### src/rtl/gpio_pkg.sv
package gpio_pkg;

  localparam int ADDR_W = 3;

  typedef enum logic [ADDR_W-1:0] {
    SEL_DIR  = 3'd0,
    SEL_LAT  = 3'd1,
    SEL_PULL = 3'd2,
    SEL_OD   = 3'd3,
    SEL_GATE = 3'd4,
    SEL_PIN  = 3'd5,
    SEL_NONE = 3'd7
  } regSel_e;

  typedef struct packed {
    logic    wrDir;
    logic    wrLat;
    logic    wrPull;
    logic    wrOd;
    logic    wrGate;
    logic    rdEn;
    regSel_e rdSel;
  } strobe_t;

endpackage

### src/rtl/gpio_cfg_reg.sv
module gpio_cfg_reg #(
  parameter int WIDTH = 8,
  parameter logic [WIDTH-1:0] RESET_VAL = '0
) (
  input  logic             clk,
  input  logic             rstN,
  input  logic             we,
  input  logic [WIDTH-1:0] d,
  output logic [WIDTH-1:0] q
);

  always_ff @(posedge clk or negedge rstN) begin
    if (!rstN) begin
      q <= RESET_VAL;
    end else if (we) begin
      q <= d;
    end
  end

endmodule

### src/rtl/gpio_sync.sv
module gpio_sync #(
  parameter int WIDTH  = 8,
  parameter int STAGES = 2
) (
  input  logic             clk,
  input  logic             rstN,
  input  logic [WIDTH-1:0] din,
  output logic [WIDTH-1:0] dout
);

  logic [WIDTH-1:0] stage [STAGES];

  always_ff @(posedge clk or negedge rstN) begin
    if (!rstN) begin
      for (int i = 0; i < STAGES; i++) begin
        stage[i] <= '0;
      end
    end else begin
      stage[0] <= din;
      for (int i = 1; i < STAGES; i++) begin
        stage[i] <= stage[i-1];
      end
    end
  end

  assign dout = stage[STAGES-1];

endmodule

### src/rtl/gpio_ctrl.sv
module gpio_ctrl
  import gpio_pkg::*;
(
  input  logic              busWrite,
  input  logic              busRead,
  input  logic [ADDR_W-1:0] busAddr,
  output strobe_t           stb
);

  regSel_e sel;

  always_comb begin
    case (busAddr)
      3'd0:    sel = SEL_DIR;
      3'd1:    sel = SEL_LAT;
      3'd2:    sel = SEL_PULL;
      3'd3:    sel = SEL_OD;
      3'd4:    sel = SEL_GATE;
      3'd5:    sel = SEL_PIN;
      default: sel = SEL_NONE;
    endcase
  end

  always_comb begin
    stb        = '0;
    stb.rdEn   = busRead;
    stb.rdSel  = sel;
    stb.wrDir  = busWrite && (sel == SEL_DIR);
    stb.wrLat  = busWrite && (sel == SEL_LAT);
    stb.wrPull = busWrite && (sel == SEL_PULL);
    stb.wrOd   = busWrite && (sel == SEL_OD);
    stb.wrGate = busWrite && (sel == SEL_GATE);
  end

endmodule

### src/rtl/gpio_dp.sv
module gpio_dp
  import gpio_pkg::*;
#(
  parameter int WIDTH        = 8,
  parameter int SYNC_STAGES  = 2,
  parameter bit LATCH_ON_OUT = 1'b0
) (
  input  logic             clk,
  input  logic             rstN,
  input  strobe_t          stb,
  input  logic [WIDTH-1:0] busWdata,
  output logic [WIDTH-1:0] busRdata,
  input  logic [WIDTH-1:0] padIn,
  output logic [WIDTH-1:0] padOut,
  output logic [WIDTH-1:0] padOe,
  output logic [WIDTH-1:0] padPullUp,
  output logic [WIDTH-1:0] periphIn,
  output logic [WIDTH-1:0] dirQ,
  output logic [WIDTH-1:0] odQ,
  output logic [WIDTH-1:0] gateQ
);

  logic [WIDTH-1:0] latQ;
  logic [WIDTH-1:0] pullQ;
  logic [WIDTH-1:0] pinSync;
  logic [WIDTH-1:0] pinView;
  logic [WIDTH-1:0] rdMux;

  gpio_cfg_reg #(.WIDTH(WIDTH)) u_dirReg (
    .clk(clk), .rstN(rstN), .we(stb.wrDir), .d(busWdata), .q(dirQ)
  );
  gpio_cfg_reg #(.WIDTH(WIDTH)) u_latReg (
    .clk(clk), .rstN(rstN), .we(stb.wrLat), .d(busWdata), .q(latQ)
  );
  gpio_cfg_reg #(.WIDTH(WIDTH)) u_pullReg (
    .clk(clk), .rstN(rstN), .we(stb.wrPull), .d(busWdata), .q(pullQ)
  );
  gpio_cfg_reg #(.WIDTH(WIDTH)) u_odReg (
    .clk(clk), .rstN(rstN), .we(stb.wrOd), .d(busWdata), .q(odQ)
  );
  gpio_cfg_reg #(.WIDTH(WIDTH)) u_gateReg (
    .clk(clk), .rstN(rstN), .we(stb.wrGate), .d(busWdata), .q(gateQ)
  );

  gpio_sync #(.WIDTH(WIDTH), .STAGES(SYNC_STAGES)) u_sync (
    .clk(clk), .rstN(rstN), .din(padIn), .dout(pinSync)
  );

  // Pad-side controls, computed per pin
  always_comb begin
    padOut    = latQ;
    padOe     = dirQ & ~(odQ & latQ);
    padPullUp = pullQ & ~dirQ;
    periphIn  = pinSync & gateQ;
  end

  generate
    if (LATCH_ON_OUT) begin : g_latchView
      assign pinView = (dirQ & latQ) | (~dirQ & pinSync);
    end else begin : g_pinView
      assign pinView = pinSync;
    end
  endgenerate

  always_comb begin
    case (stb.rdSel)
      SEL_DIR:  rdMux = dirQ;
      SEL_LAT:  rdMux = latQ;
      SEL_PULL: rdMux = pullQ;
      SEL_OD:   rdMux = odQ;
      SEL_GATE: rdMux = gateQ;
      SEL_PIN:  rdMux = pinView;
      default:  rdMux = '0;
    endcase
  end

  always_ff @(posedge clk or negedge rstN) begin
    if (!rstN) begin
      busRdata <= '0;
    end else if (stb.rdEn) begin
      busRdata <= rdMux;
    end
  end

endmodule

### src/rtl/gpio_port.sv
module gpio_port
  import gpio_pkg::*;
#(
  parameter int WIDTH        = 8,
  parameter int SYNC_STAGES  = 2,
  parameter bit LATCH_ON_OUT = 1'b0
) (
  input  logic              clk,
  input  logic              rstN,
  input  logic              busWrite,
  input  logic              busRead,
  input  logic [ADDR_W-1:0] busAddr,
  input  logic [WIDTH-1:0]  busWdata,
  output logic [WIDTH-1:0]  busRdata,
  input  logic [WIDTH-1:0]  padIn,
  output logic [WIDTH-1:0]  padOut,
  output logic [WIDTH-1:0]  padOe,
  output logic [WIDTH-1:0]  padPullUp,
  output logic [WIDTH-1:0]  periphIn
);

  strobe_t          stb;
  logic [WIDTH-1:0] dirQ;
  logic [WIDTH-1:0] odQ;
  logic [WIDTH-1:0] gateQ;

  gpio_ctrl u_ctrl (
    .busWrite(busWrite),
    .busRead (busRead),
    .busAddr (busAddr),
    .stb     (stb)
  );

  gpio_dp #(
    .WIDTH       (WIDTH),
    .SYNC_STAGES (SYNC_STAGES),
    .LATCH_ON_OUT(LATCH_ON_OUT)
  ) u_dp (
    .clk      (clk),
    .rstN     (rstN),
    .stb      (stb),
    .busWdata (busWdata),
    .busRdata (busRdata),
    .padIn    (padIn),
    .padOut   (padOut),
    .padOe    (padOe),
    .padPullUp(padPullUp),
    .periphIn (periphIn),
    .dirQ     (dirQ),
    .odQ      (odQ),
    .gateQ    (gateQ)
  );

endmodule

### config.mk
export PLATFORM = sky130hd
export DESIGN_NAME = gpio_port
export DESIGN_NICKNAME = d
export VERILOG_FILES = /design/src/rtl/gpio_pkg.sv /design/src/rtl/gpio_cfg_reg.sv /design/src/rtl/gpio_sync.sv /design/src/rtl/gpio_ctrl.sv /design/src/rtl/gpio_dp.sv /design/src/rtl/gpio_port.sv
export SDC_FILE = /design/constraint.sdc
export NUM_CORES = 1
export LEC_CHECK = 0
export CORE_MARGIN = 2
export CORE_UTILIZATION = 51
export CTS_CLUSTER_DIAMETER = 150
export DETAILED_ROUTE_END_ITERATION = 12
export PLACE_DENSITY_LB_ADDON = 0.15
export RECOVER_POWER = 50
export SLEW_MARGIN = 5
export SYNTH_ARGS = -nofsm -noshare
export SYNTH_HDL_FRONTEND = slang
export SYNTH_HIERARCHICAL = 1
export SYNTH_SLANG_ARGS = --single-unit
### constraint.sdc
create_clock -name clk -period 1.5 [get_ports clk]
set_input_delay 0.45 -clock clk [delete_from_list [all_inputs] [get_ports clk]]
set_output_delay 0.45 -clock clk [all_outputs]
set_load 0.05 [all_outputs]
* After elaboration in Yosys (flattened, before gate mapping)
Index checks and enable logic that the tools add are counted.
Storage, ports and cells: register bits after elaboration 64, input bits 23, output and inout bits 40, logic and storage cells 33
Cells by class: equality and inequality tests 10, multiplexer cells 2, bitwise gates (word level) 6, reduce and logical (&&, ||, !) cells 7
Operator list (count):
- case mux 8 bit (6 select lines) | 1
- bitwise AND 8 bit | 4
- case mux 3 bit (6 select lines) | 1
- NOT 8 bit | 2
- equality test 3 x 2 -> 1 bit, second input constant | 4
- equality test 3 bit, second input constant | 4
- equality test 3 x 1 -> 1 bit, second input constant | 2
- logical NOT 3 bit | 2
- logical AND 1 bit | 5

* Logic depth before layout (Yosys ltp)
depth in word-level cells 4, mapped depth 6, depth with buffers taken out 5

* Hierarchy
Netlist, hierarchy kept.
By module, submodules not included:
- gpio_cfg_reg | instances 5, cells an instance 17, area each 331.6 um^2, sequential area each 200.2 um^2
- gpio_dp | instances 1, cells an instance 100, area each 865.8 um^2, sequential area each 200.2 um^2
- gpio_sync | instances 1, cells an instance 24, area each 460.4 um^2, sequential area each 400.4 um^2
- gpio_ctrl | instances 1, cells an instance 9, area each 87.6 um^2, sequential area each 0.0 um^2

* Least setup slack after synthesis
No wires, ideal clock.
kind reg-to-output, from reg u_dp.u_latReg.q[1], to out padOe[1], arrival 1.785 ns, data required time 1.050 ns, setup slack -0.735 ns, stages on the path, launching flop included 2, buffers on the path 0, cell sequence dfrtp_1 a21boi_0
On the way: word-level cells in the longest chain between the ends 3
RTL lines:
- start, declared | line gpio_cfg_reg.sv:9 | output logic [WIDTH-1:0] q
- start signal, assigned | line gpio_cfg_reg.sv:14 | q <= RESET_VAL;
- start signal, assigned | line gpio_cfg_reg.sv:16 | q <= d;
- bitwise AND 8 bit | line gpio_dp.sv:52 | padOe = dirQ & ~(odQ & latQ);
- NOT 8 bit | line gpio_dp.sv:52
- bitwise AND 8 bit | line gpio_dp.sv:52
- end, declared | line gpio_port.sv:17 | output logic [WIDTH-1:0] padOe,
Every way passes these cells.

* Worst setup path in the final report
from reg u_dp.u_dirReg.q[3], to out padOe[3]
On the way: word-level cells in the longest chain between the ends 1
RTL lines (line):
- start, declared | gpio_cfg_reg.sv:9
- start signal, assigned | gpio_cfg_reg.sv:14
- start signal, assigned | gpio_cfg_reg.sv:16
- bitwise AND 8 bit | gpio_dp.sv:52
Every way passes these cells.

==> impl_summary.txt <==
----------------------------------------------------
[Outcome]
  Result of the run ... complete, but fails checks
  Violated checks ... setup timing

[Worst setup path]
  Required @ worst endpoint ... roughly 1.1 ns
  Reg-to-reg startpoint ... u_dp/u_latReg/q[3]$_DFFE_PN0P_
  Critical-path top delay cell ... dfrtp_1
  Origin of the worst setup path ... u_dp/u_dirReg/q[3]$_DFFE_PN0P_
  End point of the critical path ... padOe[3]
  Arrival time of the worst setup path ... 1.13 ns
  Count of buffer and inverter cells on the critical path ... 1
  Register-to-Register Setup Slack ... -0.01 ns
  Family of cells with the greatest summed delay on the critical path ... flip-flops
  Class of the most critical setup path ... reg -> out
  Endpoint kind of the worst setup timing path ... output pin
  Path depth of the worst reg2reg path ... 5
  Largest fanout on the critical path ... 3
  Cell count along the critical path ... 2
  Reg-to-Reg End ... u_dp/busRdata[3]$_DFFE_PN0P_
  Cells along the critical path ... a21boi_4, buf_12
  Category of the worst setup path launch point ... register
  Largest incremental delay on the critical path ... 0.40 ns

[Layout]
  Finished Cell Area ... 4970 um2
  Layout cells sized above 1 ... 62.7%
  Layout net count ... 358
  Area Overhead vs Synth ... 61.8%
  Fillers ... about 290
  Leading cell type in the layout, fill and taps excluded ... dfrtp_1
  Commonest cells after routing, fill and taps aside ... dfrtp_1 (56), buf_4 (46), mux2_4 (41), buf_12 (40), buf_6 (15)
  Diode insertion count for antenna repair ... 0

[Yosys]
  Leading area contributor after synthesis ... dfrtp_1
  Cell variety after synth ... 31
  Syn avg cell area ... 14.1 um2
  Fraction of registers with async set/reset ... 100%
  Sequential fraction of the synthesis area ... 52.1%
  Gate count of the mapped netlist ... between 200 and 250
  Synth Flop Type ... dfrtp_1
  Register bit count reported by yosys ... 64
  Net count of the mapped netlist ... between 200 and 250
  Area share of the largest cell type after synthesis ... between 50 and 60%
  Yosys warning total ... 6
  Cell area after technology mapping ... 3070 um2
  Post-synth EDFFs ... 0
  Largest cells by area after synthesis ... dfrtp_1 (52%), mux2_4 (20%), mux2i_1 (3.6%)

[Drt]
  Number of DRC violations after detailed-routing iteration 0 ... 190
  Per-cell via count in the routed design ... ~5.6
  Number of nets still failing antenna checks after routing ... 0
  Routed length per placed instance ... roughly 22 um
  Via total after detailed routing ... between 2000 and 2500
  Post-Route WL ... 8.98 mm
  Detailed Routing Iterations Pass 1 ... 4
  Remaining design rule violation count ... 0

[Global routing]
  Vias in the first global route ... 2409
  Total grt overflow ... 0
  First-pass GRT wire length ... 13.4 mm
  Global-route total usage across every layer ... roughly 28%
  Number of antenna violations at the first check in global routing ... 0
  Pin count of the biggest net entering global routing ... 30

[Die]
  Width of the die ... 81.6 um
  Effective utilization at floorplan ... approximately 52%
  Row count ... 28
  Die outline area ... ~6700 um2
  Die height ... ~82 um
  Core outline area ... 5890 um2
  Number of primary I/O pins ... 63

[STA]
  Relative slew slack ... a little over two fifths
  Ratio of final minimum period to clock period ... 105%
  Final Hold Viols ... 0
  Fin. max-slew vios ... 0
  Final Hold Slack ... ~0.19 ns
  Worst Tran Pin Value ... approximately 0.85 ns
  Fmax ... about 630 MHz
  Minimum setup slack in the final design ... -0.0811 ns
  Setup repair after global routing missed its margin ... true
  Worst clock skew on the final layout ... between 0.006 and 0.007 ns
  Total of endpoints with negative setup slack in the final report ... 23
  Final Critical Period ... roughly 1.6 ns

[Clocking]
  CTS tree ... built
  Reg clk slew, reported paths ... approximately 0.070 ns
  Clock sinks ... between 60 and 70
  Clock insertion delay at the later pin of the skew report ... around 0.34 ns
  H-tree lvl count ... 3
  Max Buffers Root-to-Sink ... 2
  Root buf cell ... clkbuf_8
  Cts bufs inserted ... 9

[Place]
  Number of buffer cells added on primary ports ... just over 60
  Dpl cell area ... between 4000 and 5000 um2
  Final weighted congestion in routability-driven placement ... between 0.8 and 0.9
  Detailed Place HPWL ... 5.10 mm
  Post-Place Worst Slack ... -0.641 ns

[Power and ir drop]
  Power density cells ... 1420 nW/um2
  Highest ir drop seen on vdd ... between 1 and 1.5 mV
  Leakage power summed over all cells ... 2.28 nW

[Hold path]
  Worst min path class ... in -> async

[Job]
  Reported max-cap violation count ... 0

----------------------------------------------------
-- worst min-delay path by stage --
stage,from,end,depth (start not counted)
floorplan,rstN,u_dp/busRdata[0]$_DFFE_PN0P_,0
global placement,u_dp/u_sync/stage[12]$_DFF_PN0_,u_dp/u_sync/dout[4]$_DFF_PN0_,0
detailed placement,u_dp/u_sync/stage[8]$_DFF_PN0_,u_dp/u_sync/dout[0]$_DFF_PN0_,0
CTS,rstN,u_dp/u_dirReg/q[5]$_DFFE_PN0P_,1
global route,rstN,u_dp/u_sync/stage[14]$_DFF_PN0_,1
finish,rstN,u_dp/u_sync/stage[11]$_DFF_PN0_,1
-- cells by family (layout without fill, tap and decap cells) --
group | after synthesis | in the layout | share of synthesized area, %
buf+inv | 21 | 140 | 5.25
flops | 64 | 64 | 52.1
simple gates | 43 | 43 | 9.12
mux | 54 | 54 | 24.2
compound gates | 36 | 37 | 9.25
-- stage by stage --
stage / util [%] / setup TNS (ns) / instances / total power, mW
3_3_place_gp: 72.0 / -25.46 / 350 / 5.09
2_1_floorplan: - / 0 / 218 / 3.82
5_1_grt: 84.4 / -1.93 / 413 / 7.34
3_5_place_dp: 72.0 / -26.80 / 350 / 5.13
4_1_cts: 82.1 / -0.815 / 402 / 6.87
6_report: 84.4 / -0.932 / 413 / 7.07
-- final cells by class --
type	instances	area (um2)	area share, %
Clock buffer	14	173	3.48
Inverter	1	3.75	0.0755
Timing Repair Buffer	125	1540	30.9
Sequential cell	64	1610	32.4
Tap cell	75	93.8	1.89
Multi-Input combinational cell	134	1550	31.2
-- cells in the mapped netlist, types with 3 or more instances --
master,n
buf_4,9
mux2i_1,11
mux2_1,3
buf_6,6
nand2b_1,3
nand2_1,4
a21oi_1,3
nor2_1,8
o2bb2ai_1,3
a22oi_1,8
buf_2,3
and2_1,8
a221o_1,6
nor2b_1,8
dfrtp_1,64
o22ai_1,3
a21boi_0,8
mux2_4,40
and4bb_2,3
-- layer usage --
layer,wire (um),up-vias,track usage [%]
met4,278,0,10.8
li1,-,1014,-
met5,0,-,0
met1,3580,1176,37.3
met2,4520,109,44.9
met3,599,30,7.36
-- sequential cells by signal (all words and copies together) (netlist names) --
| register | flops |
|---|---|
| u_dp/u_gateReg/q | 8 |
| u_dp/u_sync/stage | 8 |
| u_dp/u_odReg/q | 8 |
| u_dp/u_sync/dout | 8 |
| u_dp/u_pullReg/q | 8 |
| u_dp/u_latReg/q | 8 |
| u_dp/u_dirReg/q | 8 |
| u_dp/busRdata | 8 |
-- repair_timing --
action	4_1_cts	5_1_grt
pin swaps	7	8
hold buffers	0	0
endpoints found under the setup margin	72	39
resized for setup	45	17
gates cloned	2	0
setup buffers	36	11
-- where the power goes --
group          switching (mW)  total, mW  internal [mW]
sequential              0.348       2.38           2.03
combinational            1.50       3.36           1.86
clock                   0.614       1.33          0.719
Note: power is estimated with default switching activity, not from simulation.
